`src/rtl/chseq_pkg.sv`:
```
package chseq_pkg;

    localparam int STAT_W     = 4;
    localparam int ST_ERR     = 1;
    localparam int ST_DONE    = 2;
    localparam int ST_START   = 3;
    localparam int QUAD_BYTES = 4;

    typedef enum logic {
        WALK_IDLE = 1'b0,
        WALK_RUN  = 1'b1
    } walk_e;

    typedef struct packed {
        logic start;
        logic done;
        logic err;
    } stat_evt_t;

    function automatic logic [STAT_W-1:0] evt_to_bits(stat_evt_t e);
        logic [STAT_W-1:0] b;
        b           = '0;
        b[ST_START] = e.start;
        b[ST_DONE]  = e.done;
        b[ST_ERR]   = e.err;
        return b;
    endfunction

endpackage

```
`src/rtl/chseq_next_buf.sv`:
```
module chseq_next_buf #(
    parameter int AW = 32
) (
    input  logic          clk,
    input  logic          rst,
    input  logic          wr_start,
    input  logic          wr_end,
    input  logic [AW-1:0] wr_addr,
    input  logic          rdy_set,
    input  logic          promote,
    output logic [AW-1:0] nxt_start,
    output logic [AW-1:0] nxt_end,
    output logic          rdy
);

    always_ff @(posedge clk) begin
        if (rst) begin
            nxt_start <= '0;
            nxt_end   <= '0;
            rdy       <= 1'b0;
        end else begin
            // a queued buffer is frozen until hardware takes it
            if (!rdy) begin
                if (wr_start) nxt_start <= wr_addr;
                if (wr_end)   nxt_end   <= wr_addr;
            end
            if (promote)
                rdy <= 1'b0;
            else if (rdy_set)
                rdy <= 1'b1;
        end
    end

endmodule

```
`src/rtl/chseq_walker.sv`:
```
module chseq_walker
    import chseq_pkg::*;
#(
    parameter int AW = 32
) (
    input  logic          clk,
    input  logic          rst,
    input  logic          quad_ack,
    input  logic          rdy,
    input  logic [AW-1:0] nxt_start,
    input  logic [AW-1:0] nxt_end,
    output logic [AW-1:0] cur_addr,
    output logic [AW-1:0] cur_end,
    output logic          busy,
    output logic          promote,
    output stat_evt_t     evt
);

    localparam logic [AW-1:0] STEP = AW'(QUAD_BYTES);

    walk_e state;
    logic  last_quad;

    assign busy      = (state == WALK_RUN);
    assign last_quad = busy && quad_ack && (cur_addr == cur_end);
    assign promote   = rdy && (!busy || last_quad);

    always_comb begin
        evt.start = promote;
        evt.done  = last_quad;
        evt.err   = last_quad && !rdy;
    end

    always_ff @(posedge clk) begin
        if (rst) begin
            state    <= WALK_IDLE;
            cur_addr <= '0;
            cur_end  <= '0;
        end else if (promote) begin
            state    <= WALK_RUN;
            cur_addr <= nxt_start;
            cur_end  <= nxt_end;
        end else if (last_quad) begin
            state    <= WALK_IDLE;
        end else if (busy && quad_ack) begin
            cur_addr <= cur_addr + STEP;
        end
    end

endmodule

```
`src/rtl/chseq_status.sv`:
```
module chseq_status
    import chseq_pkg::*;
(
    input  logic              clk,
    input  logic              rst,
    input  stat_evt_t         evt,
    input  logic              clr_we,
    input  logic [STAT_W-1:0] clr_mask,
    input  logic [STAT_W-1:0] irq_en,
    output logic [STAT_W-1:0] status,
    output logic              irq
);

    logic [STAT_W-1:0] set_bits;
    logic [STAT_W-1:0] clr_bits;

    assign set_bits = evt_to_bits(evt);
    assign clr_bits = clr_we ? clr_mask : '0;

    always_ff @(posedge clk) begin
        if (rst)
            status <= '0;
        else
            status <= (status & ~clr_bits) | set_bits;
    end

    assign irq = |(status & irq_en);

endmodule

```
`src/rtl/chan_addr_seq.sv`:
```
module chan_addr_seq
    import chseq_pkg::*;
#(
    parameter int AW = 32
) (
    input  logic              clk,
    input  logic              rst,
    input  logic              nxt_start_we,
    input  logic              nxt_end_we,
    input  logic [AW-1:0]     nxt_addr_wd,
    input  logic              rdy_set,
    input  logic              stat_clr_we,
    input  logic [STAT_W-1:0] stat_clr_mask,
    input  logic [STAT_W-1:0] irq_en,
    input  logic              quad_ack,
    output logic [AW-1:0]     cur_addr,
    output logic [AW-1:0]     cur_end,
    output logic [AW-1:0]     nxt_start,
    output logic [AW-1:0]     nxt_end,
    output logic              rdy,
    output logic              busy,
    output logic [STAT_W-1:0] status,
    output logic              irq
);

    logic      promote;
    stat_evt_t evt;

    chseq_next_buf #(.AW(AW)) u_next (
        .clk       (clk),
        .rst       (rst),
        .wr_start  (nxt_start_we),
        .wr_end    (nxt_end_we),
        .wr_addr   (nxt_addr_wd),
        .rdy_set   (rdy_set),
        .promote   (promote),
        .nxt_start (nxt_start),
        .nxt_end   (nxt_end),
        .rdy       (rdy)
    );

    chseq_walker #(.AW(AW)) u_walk (
        .clk       (clk),
        .rst       (rst),
        .quad_ack  (quad_ack),
        .rdy       (rdy),
        .nxt_start (nxt_start),
        .nxt_end   (nxt_end),
        .cur_addr  (cur_addr),
        .cur_end   (cur_end),
        .busy      (busy),
        .promote   (promote),
        .evt       (evt)
    );

    chseq_status u_stat (
        .clk      (clk),
        .rst      (rst),
        .evt      (evt),
        .clr_we   (stat_clr_we),
        .clr_mask (stat_clr_mask),
        .irq_en   (irq_en),
        .status   (status),
        .irq      (irq)
    );

endmodule

```
`config.mk`:
```
export PLATFORM = sky130hd
export DESIGN_NAME = chan_addr_seq
export DESIGN_NICKNAME = d
export VERILOG_FILES = /design/src/rtl/chseq_pkg.sv /design/src/rtl/chseq_next_buf.sv /design/src/rtl/chseq_walker.sv /design/src/rtl/chseq_status.sv /design/src/rtl/chan_addr_seq.sv
export SDC_FILE = /design/constraint.sdc
export NUM_CORES = 1
export LEC_CHECK = 0
export CORE_UTILIZATION = 35
export CTS_CLUSTER_DIAMETER = 60
export DETAILED_ROUTE_END_ITERATION = 7
export HOLD_SLACK_MARGIN = 0.03
export SLEW_MARGIN = 20
export SYNTH_ARGS = -nofsm -noshare
export SYNTH_HDL_FRONTEND = slang
export SYNTH_SLANG_ARGS = --single-unit
```
`constraint.sdc`:
```
create_clock -name clk -period 5.1 [get_ports clk]
set_input_delay 0.51 -clock clk [delete_from_list [all_inputs] [get_ports clk]]
set_output_delay 0.51 -clock clk [all_outputs]
set_load 0.02 [all_outputs]
```
Word level (Yosys, flattened, before mapping)
Cells that the tools add are included.

Mux-type cells: 6. Equality and inequality tests: 2. Bitwise logic cells: 5. Add/subtract/negate cells: 1. Reductions and logical operators: 14.

Operator list (count): $mux W32 (3); $add A32 B3 Y32 const B (1); $eq A32 B32 Y1 (1); $and A4 B4 Y4 (2); $reduce_and A2 Y1 (3); $logic_and A1 B1 Y1 (4); $mux W4 (1); $not A4 Y4 (1); $or A4 B4 Y4 (1); $reduce_bool A2 Y1 (2); $reduce_or A4 Y1 (1); $logic_not A1 Y1 (2); $mux W1 (2); $ne A2 B2 Y1 const B (1); $reduce_or A2 Y1 (1); $logic_or A1 B1 Y1 (1); $not A1 Y1 (1).

Input bits: 47. Logic and storage cells: 35. Register bits after elaboration: 134. Output and inout port bits: 135.

Longest topological paths before layout
Gate-level depths: netlist of the first run.

Depth in word-level cells: 6. Gate-level depth with buffers: 9.

Modules after synthesis
A second synthesis of the first run with hierarchy kept.

Cell total of the unflattened synthesis: 668. Area, all modules: 6517.5 um^2.

By module, submodules not included: chseq_walker (area each 3593.4 um^2, instances 1, seq. area each 1301.2 um^2, cells each 401); chseq_next_buf (area each 2765.2 um^2, instances 1, seq. area each 1301.2 um^2, cells each 249); chseq_status (area each 158.9 um^2, instances 1, seq. area each 80.1 um^2, cells each 18).

Worst setup path after synthesis of the first run
OpenSTA, ideal clock, no wires.

Path type: register -> register. From: register u_walk.cur_addr[16]. To: register u_walk.cur_addr[11]. Path buffers: 1. Arrival time: 2.066 ns. Cell stages (with the launch flop): 8. Setup slack: 2.902 ns. Cell sequence: dfxtp_1 -> xnor2_1 -> nand4_1 -> or4_4 -> nor4_4 -> clkbuf_4 -> or3_1 -> a31oi_1.

Cells in the longest elaborated chain, start to end: 6. Elaborated cells between the ends (all ways): 8.

Ends and longest elaborated chain: start, declared (RTL line chseq_walker.sv:12) `output logic [AW-1:0] cur_addr,`; start signal, assigned (RTL line chseq_walker.sv:41) `cur_addr <= nxt_start;`; start signal, assigned (RTL line chseq_walker.sv:46) `cur_addr <= cur_addr + STEP;`; $eq A32 B32 Y1 (*) (RTL line chseq_walker.sv:25) `assign last_quad = busy && quad_ack && (cur_addr == cur_end);`; $logic_and A1 B1 Y1 (*) (RTL line chseq_walker.sv:25); $logic_or A1 B1 Y1 (RTL line chseq_walker.sv:26) `assign promote = rdy && (!busy || last_quad);`; $logic_and A1 B1 Y1 (RTL line chseq_walker.sv:26); $ne A2 B2 Y1 (no line) or $reduce_bool A2 Y1 (tied branches); $reduce_and A2 Y1 (no line).

Every way passes the cells marked *; elsewhere a longest branch is shown, timed or not. A chain may end at the register's enable or synchronous reset.

Final worst setup path of the first run
From: input port quad_ack. To: register u_walk.cur_addr[26].

Cells in the longest elaborated chain, start to end: 6. Elaborated cells between the ends (all ways): 8.

Ends and longest elaborated chain: start, declared (RTL line chan_addr_seq.sv:15) `input logic quad_ack,`; $logic_and A1 B1 Y1 (*) (RTL line chseq_walker.sv:25, chseq_walker.sv:45); $logic_and A1 B1 Y1 (RTL line chseq_walker.sv:25); $logic_or A1 B1 Y1 (RTL line chseq_walker.sv:26); $logic_and A1 B1 Y1 (RTL line chseq_walker.sv:26); $ne A2 B2 Y1 (no line) or $reduce_bool A2 Y1 (tied branches); $reduce_and A2 Y1 (no line).

Marks and branches as above.

==> results.py, run 1 <==
metrics = {
    "yosys": {
        "yosys_warnings": 0,
        "synthDistinctLibCells": 42,
        "synthCells": 755,
        "synth_top_family_by_area": "simple AND/OR/NAND/NOR gates",
        "synth_xor_area_share_pct": 4.69,
        "ys_top_cells_by_area": "dfxtp_1 (45%), nand2_1 (15%), a21oi_1 (8.5%)",
        "synth_ff_type": "dfxtp_1",
        "netlist_area_um2": 5970,
        "syn_nets": 803,
        "synth_adder_area_share_pct": 0.210,
        "synth-simple-area-share_pct": 28.0,
        "synth_top_cell_area_share_pct": 44.9,
        "ys_seq_area_share_pct": 44.9,
        "synth_compound_area_share_pct": 16.3,
        "yosys.area.top_type": "dfxtp_1",
        "synth_edf_count": 0,
        "synthMuxAreaShare_pct": 0.503,
        "async_flop_share_pct": 0,
        "avgSynthCellArea_um2": 7.91,
        "ys_seq_elements": 134,
    },
    "timing": {
        "min_period_over_period_pct": 63.8,
        "fin_crit_ns": 3.25,
        "rsz0062_at_grt": "no",
        "final-setup-viol-count": 0,
        "slew_headroom_pct": 40.4,
        "fin_skew_ns": 0.00751,
        "max_freq_ghz": 0.307,
        "worstMarginPinSlew_ns": 0.894,
        "setup_ws_ns": 1.85,
        "drv_slew": 0,
        "finalHoldViolations": 0,
        "final.setup.tns_ns": 0,
    },
    "final_layout": {
        "seq_area_um2": 2680,
        "area_growth_syn_to_layout_pct": 42.9,
        "n_antenna_cell": 0,
        "fillers": 1608,
        "drive_gt1_share_pct": 6.27,
        "multi_input_area_um2": 2980,
        "fin_nets": 960,
    },
    "worst_hold_path": {
        "min_from": "u_next.nxt_end[4]",
        "hold_path_end": "u_walk.cur_end[4]",
        "hold_depth": 2,
        "hp-class": "reg -> reg",
    },
    "global_routing": {
        "grt_util_met2_pct": 34.6,
        "grt_use_met1_pct": 30.9,
        "grt.overflow.total": 0,
        "busiest_layer": "met2",
        "grt.total_usage_pct": 22.5,
        "antenna_found_initial": 0,
        "grt_pass1_wl_um": 31000,
        "grt_start_max_net_pins": 82,
        "grtUsageMet3_pct": 5.56,
        "grt_pass1_vias": 5558,
    },
    "floorplanning": {
        "rows": 47,
        "io_pins": 182,
        "coreArea_um2": 16600,
        "die_w_um": 133,
        "die_h_um": 133,
        "die-area_um2": 17600,
        "initial_core_util_pct": 35.9,
    },
    "setup_path": {
        "r2r_start": "u_walk.cur_addr[16]",
        "worstPathMaxFanout": 48,
        "critical_path_class": "in -> reg",
        "arrival_ns": 3.59,
        "cp-end-kind": "flop",
        "cp_cell_sequence": "clkdlybuf4s50_1, and2_1, buf_4, nand2_1, nor4_1, a41o_2, buf_4, nand2_1, a31oi_1",
        "required_ns": 5.43,
        "slowest_stage": "a41o_2",
        "slowest_delay_ns": 0.91,
        "rr_worst_depth": 7,
        "timing.rr.end": "u_walk.cur_addr[26]",
        "r2r_setup_slack_ns": 1.90,
        "cp-start-kind": "primary input",
    },
    "clocking": {
        "ctsResizeCount": 0,
        "cts_hold_buf": 0,
        "clk_latency_ns": 0.42,
        "h-tree-depth": 4,
        "cts_post_setup_buffers_inserted": 0,
        "cts-root-buf": "clkbuf_16",
        "cts_buffers": 17,
        "clockBufferDepth": 2,
        "clkSinkCount": 134,
        "cts_tree": "built",
        "clk_pin_slew_worst_paths_ns": 0.06,
    },
    "run": {
        "drv_cap": 0,
    },
    "power_and_ir_drop": {
        "power.density_nw_per_um2": 347,
        "irDropWorstVdd_v": 0.000229,
        "p_leak_uw": 0.00290,
    },
    "route": {
        "dr.pass1.iters": 4,
        "postRouteAntennaNets": 0,
        "vias": 5922,
        "vias_per_cell": 5.17,
        "drc": 0,
        "drt-initial-drc-count": 380,
        "wl_per_cell_um": 17.0,
        "wl_um": 19400,
    },
    "placement": {
        "pre_cts_ws_ns": 1.41,
        "dp_hpwl_um": 13400,
        "port_buffers": 181,
        "place_congestion": 0.820,
    },
    "status": {
        "status": "complete, no violations",
    },
}
==> registers in the layout, indices dropped and copies added (netlist names) <==
signal and count:
u_next.rdy 1, u_next.nxt_start 32, u_walk.cur_end 32, u_next.nxt_end 32
u_walk.busy 1, u_stat.status 4, u_walk.cur_addr 32
==> report_power, final <==
part	internal [µW]	switching (µW)
sequential	1090	48.2
combinational	168	231
clock	955	464
total	2220	743
==> per-layer routing <==
layer	up-vias	wire [µm]	part of all wire [%]
li1	2951	-	-
met1	2773	9370	48
met2	180	8540	44
met3	18	1270	6.5
met4	0	245	1.3
met5	-	0	0
==> cells in the final DEF, fill, tap and decap left out, drive strengths merged, types with 5 or more instances in the layout <==
cell           synthesis  layout
a31oi                 27      27
o211ai                25      25
and3                  11      11
nor2                   9       9
nand4                 29      29
buf                   18      12
bufinv                 0       6
nand2                240     240
nand3                 21      21
xnor2                 32      32
dfxtp                134     134
clkdlybuf4s50          0     180
clkbuf                36      20
a21oi                102     102
inv                    4       5
and2                   5       5
or3                   26      26
==> how the worst max path moves through the flow <==
stage / from / end / depth (start not counted)
finish: quad_ack / u_walk.cur_addr[26] / 9
global route: quad_ack / u_walk.cur_end[23] / 9
CTS: quad_ack / u_walk.cur_addr[26] / 9
detailed placement: quad_ack / u_walk.cur_addr[17] / 9
global placement: quad_ack / u_walk.cur_addr[23] / 9
floorplan: u_walk.cur_addr[16] / u_walk.cur_addr[11] / 7
==> layout make-up <==
class,count,area share (%)
clock buffers,20,5.47
repair buffers,192,22.2
inverters,4,0.176
flip-flops and latches,134,31.4
multi-input cells,563,34.9
clock inverters,12,2.59
well taps,220,3.23
==> worst max-delay path, delay by kind of cell <==
kind | cells | cell delay [ns]
buf+inv | 3 | 1.13
simple gates | 4 | 0.86
compound gates | 2 | 1.05
==> cell families after synthesis <==
kind of cell | count (synthesis)
muxes | 3
and+or+nand+nor | 362
DFF | 134
buffers and inverters | 58
AOI/OAI and AO/OA | 165
adders and majority gates | 1
xor gates and xnor gates | 32
==> synth_stat cells (all sizes together) (2+ instances only) <==
| library cell | number |
|---|---|
| nor2b | 4 |
| o211ai | 25 |
| nor4 | 4 |
| nand3 | 21 |
| clkbuf | 36 |
| buf | 18 |
| a32oi | 2 |
| o311ai | 2 |
| nand4 | 29 |
| a22oi | 3 |
| dfxtp | 134 |
| or3 | 26 |
| or4 | 4 |
| and4 | 4 |
| a21oi | 102 |
| nand2 | 240 |
| inv | 4 |
| nor3 | 3 |
| xnor2 | 32 |
| and2 | 5 |
| nor2 | 9 |
| and3 | 11 |
| a31oi | 27 |
| mux2i | 3 |
==> stage by stage <==
step | total power (µW) | util [%] | cell area (µm²) | hold WS, ns | instances
6_report | 2960 | 51.3 | 8530 | 0.470 | 1145
5_1_grt | 3060 | 51.3 | 8530 | 0.486 | 1145
4_1_cts | 2980 | 51.3 | 8530 | 0.471 | 1145
3_5_place_dp | 1560 | 47.1 | 7850 | 0.461 | 1113
3_3_place_gp | 1560 | 47.1 | 7850 | 0.461 | 1113
2_1_floorplan | 1380 | - | 5970 | 0.539 | 755
No activity file was read; power rests on OpenSTA's default activity.
==> run 2, diff against run 1 <==
==> constraint.sdc (replaced) <==
create_clock -name clk -period 3.3 [get_ports clk]
set_input_delay 0.33 -clock clk [delete_from_list [all_inputs] [get_ports clk]]
set_output_delay 0.33 -clock clk [all_outputs]
set_load 0.02 [all_outputs]
==> run 2 against run 1 <==
  * Count of clock-buffer cells in the layout is 3 higher
  * Combinational power up 57%
  * Sequential power grew 54%
  * Register-to-register slack worse by 1.4 ns
  * Clock skew hardly changed
  * Wire length fell by 1.1%
  * Utilization is 0.65 points lower
  * Critical endpoint is now u_walk.cur_addr[21]
==> results.py, run 2 (same netlist as run 1, synthesis figures left out) <==
metrics = {
    "final_layout": {
        "drive_gt1_share_pct": 5.94,
        "n_antenna_cell": 0,
        "layout_common_cells": "nand2_1 (240), clkdlybuf4s50_1 (180), dfxtp_1 (134)",
        "area_growth_syn_to_layout_pct": 41.1,
        "final_common_cell": "nand2_1",
        "stdcell_count": 1146,
        "fin_nets": 961,
    },
    "timing": {
        "drv_slew": 0,
        "rsz0062_at_grt": "no",
        "fin_skew_ns": 0.00746,
        "max_freq_ghz": 0.355,
        "final.setup.tns_ns": 0,
        "final-setup-viol-count": 0,
        "fin_crit_ns": 2.82,
        "slew_headroom_pct": 47.4,
        "hold_ws_ns": 0.439,
        "min_period_over_period_pct": 85.4,
        "worstMarginPinSlew_ns": 0.786,
        "finalHoldViolations": 0,
    },
    "setup_path": {
        "cp-end-kind": "flop",
        "required_ns": 3.57,
        "cp-start-kind": "flop",
        "worstPathMaxFanout": 41,
        "arrival_ns": 3.09,
        "critical_path_class": "reg -> reg",
    },
    "power_and_ir_drop": {
        "finalPower_uw": 4070,
        "p_leak_uw": 0.00285,
        "power.density_nw_per_um2": 483,
        "irDropWorstVdd_v": 0.000367,
    },
    "clocking": {
        "cts_post_setup_buffers_inserted": 0,
        "h-tree-depth": 4,
        "cts_hold_buf": 0,
        "clockBufferDepth": 2,
        "cts_tree": "built",
        "clk_pin_slew_worst_paths_ns": 0.06,
        "clk_latency_ns": 0.42,
        "cts_buffers": 17,
        "ctsResizeCount": 0,
        "clkSinkCount": 134,
        "cts-root-buf": "clkbuf_16",
    },
    "floorplanning": {
        "coreArea_um2": 16600,
        "die_w_um": 133,
        "initial_core_util_pct": 35.9,
        "rows": 47,
        "die_h_um": 133,
        "die-area_um2": 17600,
        "io_pins": 182,
    },
    "route": {
        "vias": 5880,
        "wl_per_cell_um": 16.8,
        "dr.pass1.iters": 5,
        "postRouteAntennaNets": 0,
        "drt-initial-drc-count": 359,
        "wl_um": 19200,
        "vias_per_cell": 5.13,
        "drc": 0,
    },
    "placement": {
        "dp_hpwl_um": 13300,
        "place_congestion": 0.847,
        "place_inst": 1114,
        "port_buffers": 181,
    },
    "global_routing": {
        "grt_pass1_wl_um": 30600,
        "grt_pass1_vias": 5565,
        "grt_start_max_net_pins": 74,
        "grt.overflow.total": 0,
        "antenna_found_initial": 0,
        "grt.total_usage_pct": 22.3,
    },
    "worst_hold_path": {
        "hp-class": "in -> reg",
    },
    "status": {
        "status": "complete, no violations",
    },
    "run": {
        "drv_cap": 0,
    },
}
## run 2: area by class of cell
type	count	area [µm²]
well taps	220	275
clock inverters	9	53.8
clock buffers	23	468
flip-flops and latches	134	2680
fillers	1623	8220
multi-input cells	563	2980
inverters	4	15.0
repair buffers	193	1950
## run 2: report_power, final
part / internal (µW) / switching [µW] / total [µW]
Clock: 990 / 689 / 1680
Combinational: 270 / 357 / 627
Sequential: 1690 / 74.7 / 1760
## run 2: final timing paths
check | cells past startpoint | to | slack [ns] | from
min | 2 | u_next.rdy | 0.44 | rst
max reg2reg | 7 | u_walk.cur_addr[21] | 0.48 | u_walk.cur_addr[16]
max | 7 | u_walk.cur_addr[21] | 0.48 | u_walk.cur_addr[16]
min reg2reg | 2 | u_walk.cur_end[16] | 0.47 | u_next.nxt_end[16]
## run 2: per-stage QoR
stage | utilization [%] | instance area [µm²] | setup slack, ns
after floorplan | - | 5970 | 1.10
final | 50.6 | 8430 | 0.481
after CTS | 50.6 | 8430 | 0.508
after detailed placement | 47.5 | 7900 | 0.399
after global placement | 47.5 | 7900 | 0.515
after global routing | 50.6 | 8430 | 0.248
## run 2: routing by layer
layer | track usage, % | part of all wire [%] | up-vias
met5 | 0 | 0 | -
met4 | 6.64 | 1.6 | 0
met3 | 7.01 | 6.4 | 22
met2 | 34.2 | 44 | 179
met1 | 29.7 | 48 | 2731
li1 | - | - | 2948
## run 2: critical path, stage by stage, from the launching register on
cell      delay (ns)
dfxtp_1         0.37
xnor2_1         0.35
nand4_1         0.19
nor4_1          0.64
a41oi_4         0.53
buf_12          0.34
o211ai_1        0.12
a31oi_1         0.10
==> run 3, diff against run 2 <==
--- a/config.mk
+++ b/config.mk
@@ -6,9 +6,11 @@
 export NUM_CORES = 1
 export LEC_CHECK = 0
 export CORE_UTILIZATION = 35
+export CTS_BUF_LIST = sky130_fd_sc_hd__clkbuf_2
 export CTS_CLUSTER_DIAMETER = 60
 export DETAILED_ROUTE_END_ITERATION = 7
 export HOLD_SLACK_MARGIN = 0.03
+export SKIP_LAST_GASP = 1
 export SLEW_MARGIN = 20
 export SYNTH_ARGS = -nofsm -noshare
 export SYNTH_HDL_FRONTEND = slang
==> constraint.sdc (replaced) <==
create_clock -name clk -period 3.5 [get_ports clk]
set_input_delay 0.35 -clock clk [delete_from_list [all_inputs] [get_ports clk]]
set_output_delay 0.35 -clock clk [all_outputs]
set_load 0.02 [all_outputs]
==> run 3 against run 2 <==
  * First-iteration DRC count rose by 20%
  * Flip-flop and latch count did not move
  * Power fell by 17%
  * Final cell count did not move
  * Global-route usage rose by 0.10 points
  * Utilization fell by 1.4 points
  * Critical path type unchanged
  * Largest cell class unchanged
  * Largest power group unchanged
  * Highest routed layer unchanged
==> results.py, run 3 (same netlist as run 1, synthesis figures left out) <==
metrics = {
    "power_and_ir_drop": {
        "p_leak_uw": 0.00276,
        "power.density_nw_per_um2": 413,
        "power.clock.fraction_pct": 33.4,
        "internal_power_uw": 2380,
        "power.switching_uw": 1000,
        "p_sw_share_pct": 29.6,
        "p_seq_share_pct": 49.1,
        "finalPower_uw": 3390,
        "irDropWorstVdd_v": 0.000178,
        "power_frac_comb_pct": 17.5,
    },
    "global_routing": {
        "antenna_found_initial": 0,
        "grt.overflow.total": 0,
        "grt_pass1_wl_um": 31100,
        "grt.total_usage_pct": 22.4,
        "grt_pass1_vias": 5686,
        "grt_start_max_net_pins": 73,
    },
    "route": {
        "drc": 0,
        "vias": 5962,
        "wl_per_cell_um": 16.8,
        "dr.pass1.iters": 5,
        "vias_per_cell": 5.20,
        "drt-initial-drc-count": 430,
        "wl_um": 19200,
        "postRouteAntennaNets": 0,
    },
    "timing": {
        "min_period_over_period_pct": 81.3,
        "rsz0062_at_grt": "no",
        "drv_slew": 0,
        "worstMarginPinSlew_ns": 0.918,
        "fin_skew_ns": 0.0352,
        "finalHoldViolations": 0,
        "final-setup-viol-count": 0,
        "hold_ws_ns": 0.157,
        "slew_headroom_pct": 38.6,
        "max_freq_ghz": 0.351,
        "final.setup.tns_ns": 0,
        "fin_crit_ns": 2.85,
    },
    "setup_path": {
        "worstPathMaxFanout": 35,
        "r2r_setup_slack_ns": 0.65,
        "slowest_delay_ns": 0.59,
        "slowest_stage": "nor4_1",
        "r2r_start": "u_walk.cur_addr[14]",
        "required_ns": 4.11,
        "arrival_ns": 3.46,
        "cp-start-kind": "flop",
        "cp-end-kind": "flop",
        "worstSetupStartpoint": "u_walk.cur_addr[14]",
        "critical_path_class": "reg -> reg",
        "cp_cell_sequence": "xnor2_1, nand4_1, nor4_1, a41oi_4, buf_12, o311ai_1, a31oi_1",
    },
    "floorplanning": {
        "coreArea_um2": 16600,
        "die_w_um": 133,
        "die_h_um": 133,
        "io_pins": 182,
        "rows": 47,
        "die-area_um2": 17600,
        "initial_core_util_pct": 35.9,
    },
    "clocking": {
        "cts-root-buf": "clkbuf_2",
        "ctsResizeCount": 0,
        "cts_buffers": 17,
        "clockBufferDepth": 2,
        "clk_pin_slew_worst_paths_ns": 0.21,
        "cts_tree": "built",
        "h-tree-depth": 4,
        "cts_hold_buf": 0,
        "cts_post_setup_buffers_inserted": 0,
        "clk_latency_ns": 0.72,
        "clkSinkCount": 134,
    },
    "final_layout": {
        "n_antenna_cell": 0,
        "layout_common_cells": "nand2_1 (240), clkdlybuf4s50_1 (180), dfxtp_1 (134)",
        "fin_nets": 961,
        "drive_gt1_share_pct": 6.16,
        "area_growth_syn_to_layout_pct": 37.3,
        "stdcell_area_um2": 8200,
        "fin_util_pct": 49.3,
        "final_common_cell": "nand2_1",
    },
    "status": {
        "status": "complete, no violations",
    },
    "run": {
        "drv_cap": 0,
    },
    "worst_hold_path": {
        "min_from": "rst",
        "hp-class": "in -> reg",
    },
    "placement": {
        "post_dp_cell_area_um2": 7900,
        "port_buffers": 181,
        "dp_hpwl_um": 13400,
        "place_congestion": 0.852,
    },
}
## run 3: cell count changes in the layout (fill, tap and decap cells not counted), moves of 2 or more
cell and delta:
bufinv_16 +5, clkbuf_1 -4, clkbuf_16 -17, clkbuf_8 -2
clkinvlp_4 +2, clkinv_1 +2, clkbuf_2 +18, clkinv_2 -4
## run 3: stage by stage
stage | std cells | worst slack [ns]
2_1_floorplan | 755 | 1.30
3_3_place_gp | 1114 | 0.599
3_5_place_dp | 1114 | 0.573
4_1_cts | 1146 | 0.661
5_1_grt | 1146 | 0.408
6_report | 1146 | 0.653
## run 3: per-layer routing
metal / part of all wire [%] / wire length [µm] / vias to the layer above / track usage, %
li1: - / - / 2944 / -
met1: 48 / 9270 / 2823 / 30.5
met2: 45 / 8600 / 176 / 34.6
met3: 5.8 / 1120 / 19 / 6.28
met4: 1.2 / 221 / 0 / 5.75
met5: 0 / 0 / - / 0
## run 3: power by group through the flow
| stage | clock network [µW] | registers [µW] | logic (µW) |
|---|---|---|---|
| after detailed placement | 0 | 1690 | 593 |
| after floorplan | 0 | 1750 | 257 |
| after CTS | 1150 | 1660 | 595 |
| after global placement | 0 | 1690 | 590 |
| after global routing | 1220 | 1670 | 641 |
| final | 1130 | 1660 | 592 |
## run 3: worst paths after layout
| path | endpoint | cells after the start |
|---|---|---|
| worst min register to register | u_walk.cur_addr[18] | 2 |
| worst max register to register | u_walk.cur_addr[8] | 7 |
| worst min-delay path | u_next.nxt_end[31] | 2 |
| worst max-delay path | u_walk.cur_addr[8] | 7 |
## run 3: final cells by class
cell class                      count  area, µm²
Timing Repair Buffer              193       1950
Clock inverter                     14        206
Sequential cell                   134       2680
Clock buffer                       18       90.1
Fill cell                        1643       8440
Inverter                            4       15.0
Multi-Input combinational cell    563       2980
Tap cell                          220        275
## run 3: worst max-delay path: cells and delay by family, from the launching register on
kind | cells | cell delay [ns]
and+or+nand+nor | 2 | 0.78
AOI/OAI and AO/OA | 3 | 0.78
DFF | 1 | 0.42
xor gates and xnor gates | 1 | 0.38
buffers and inverters | 1 | 0.36
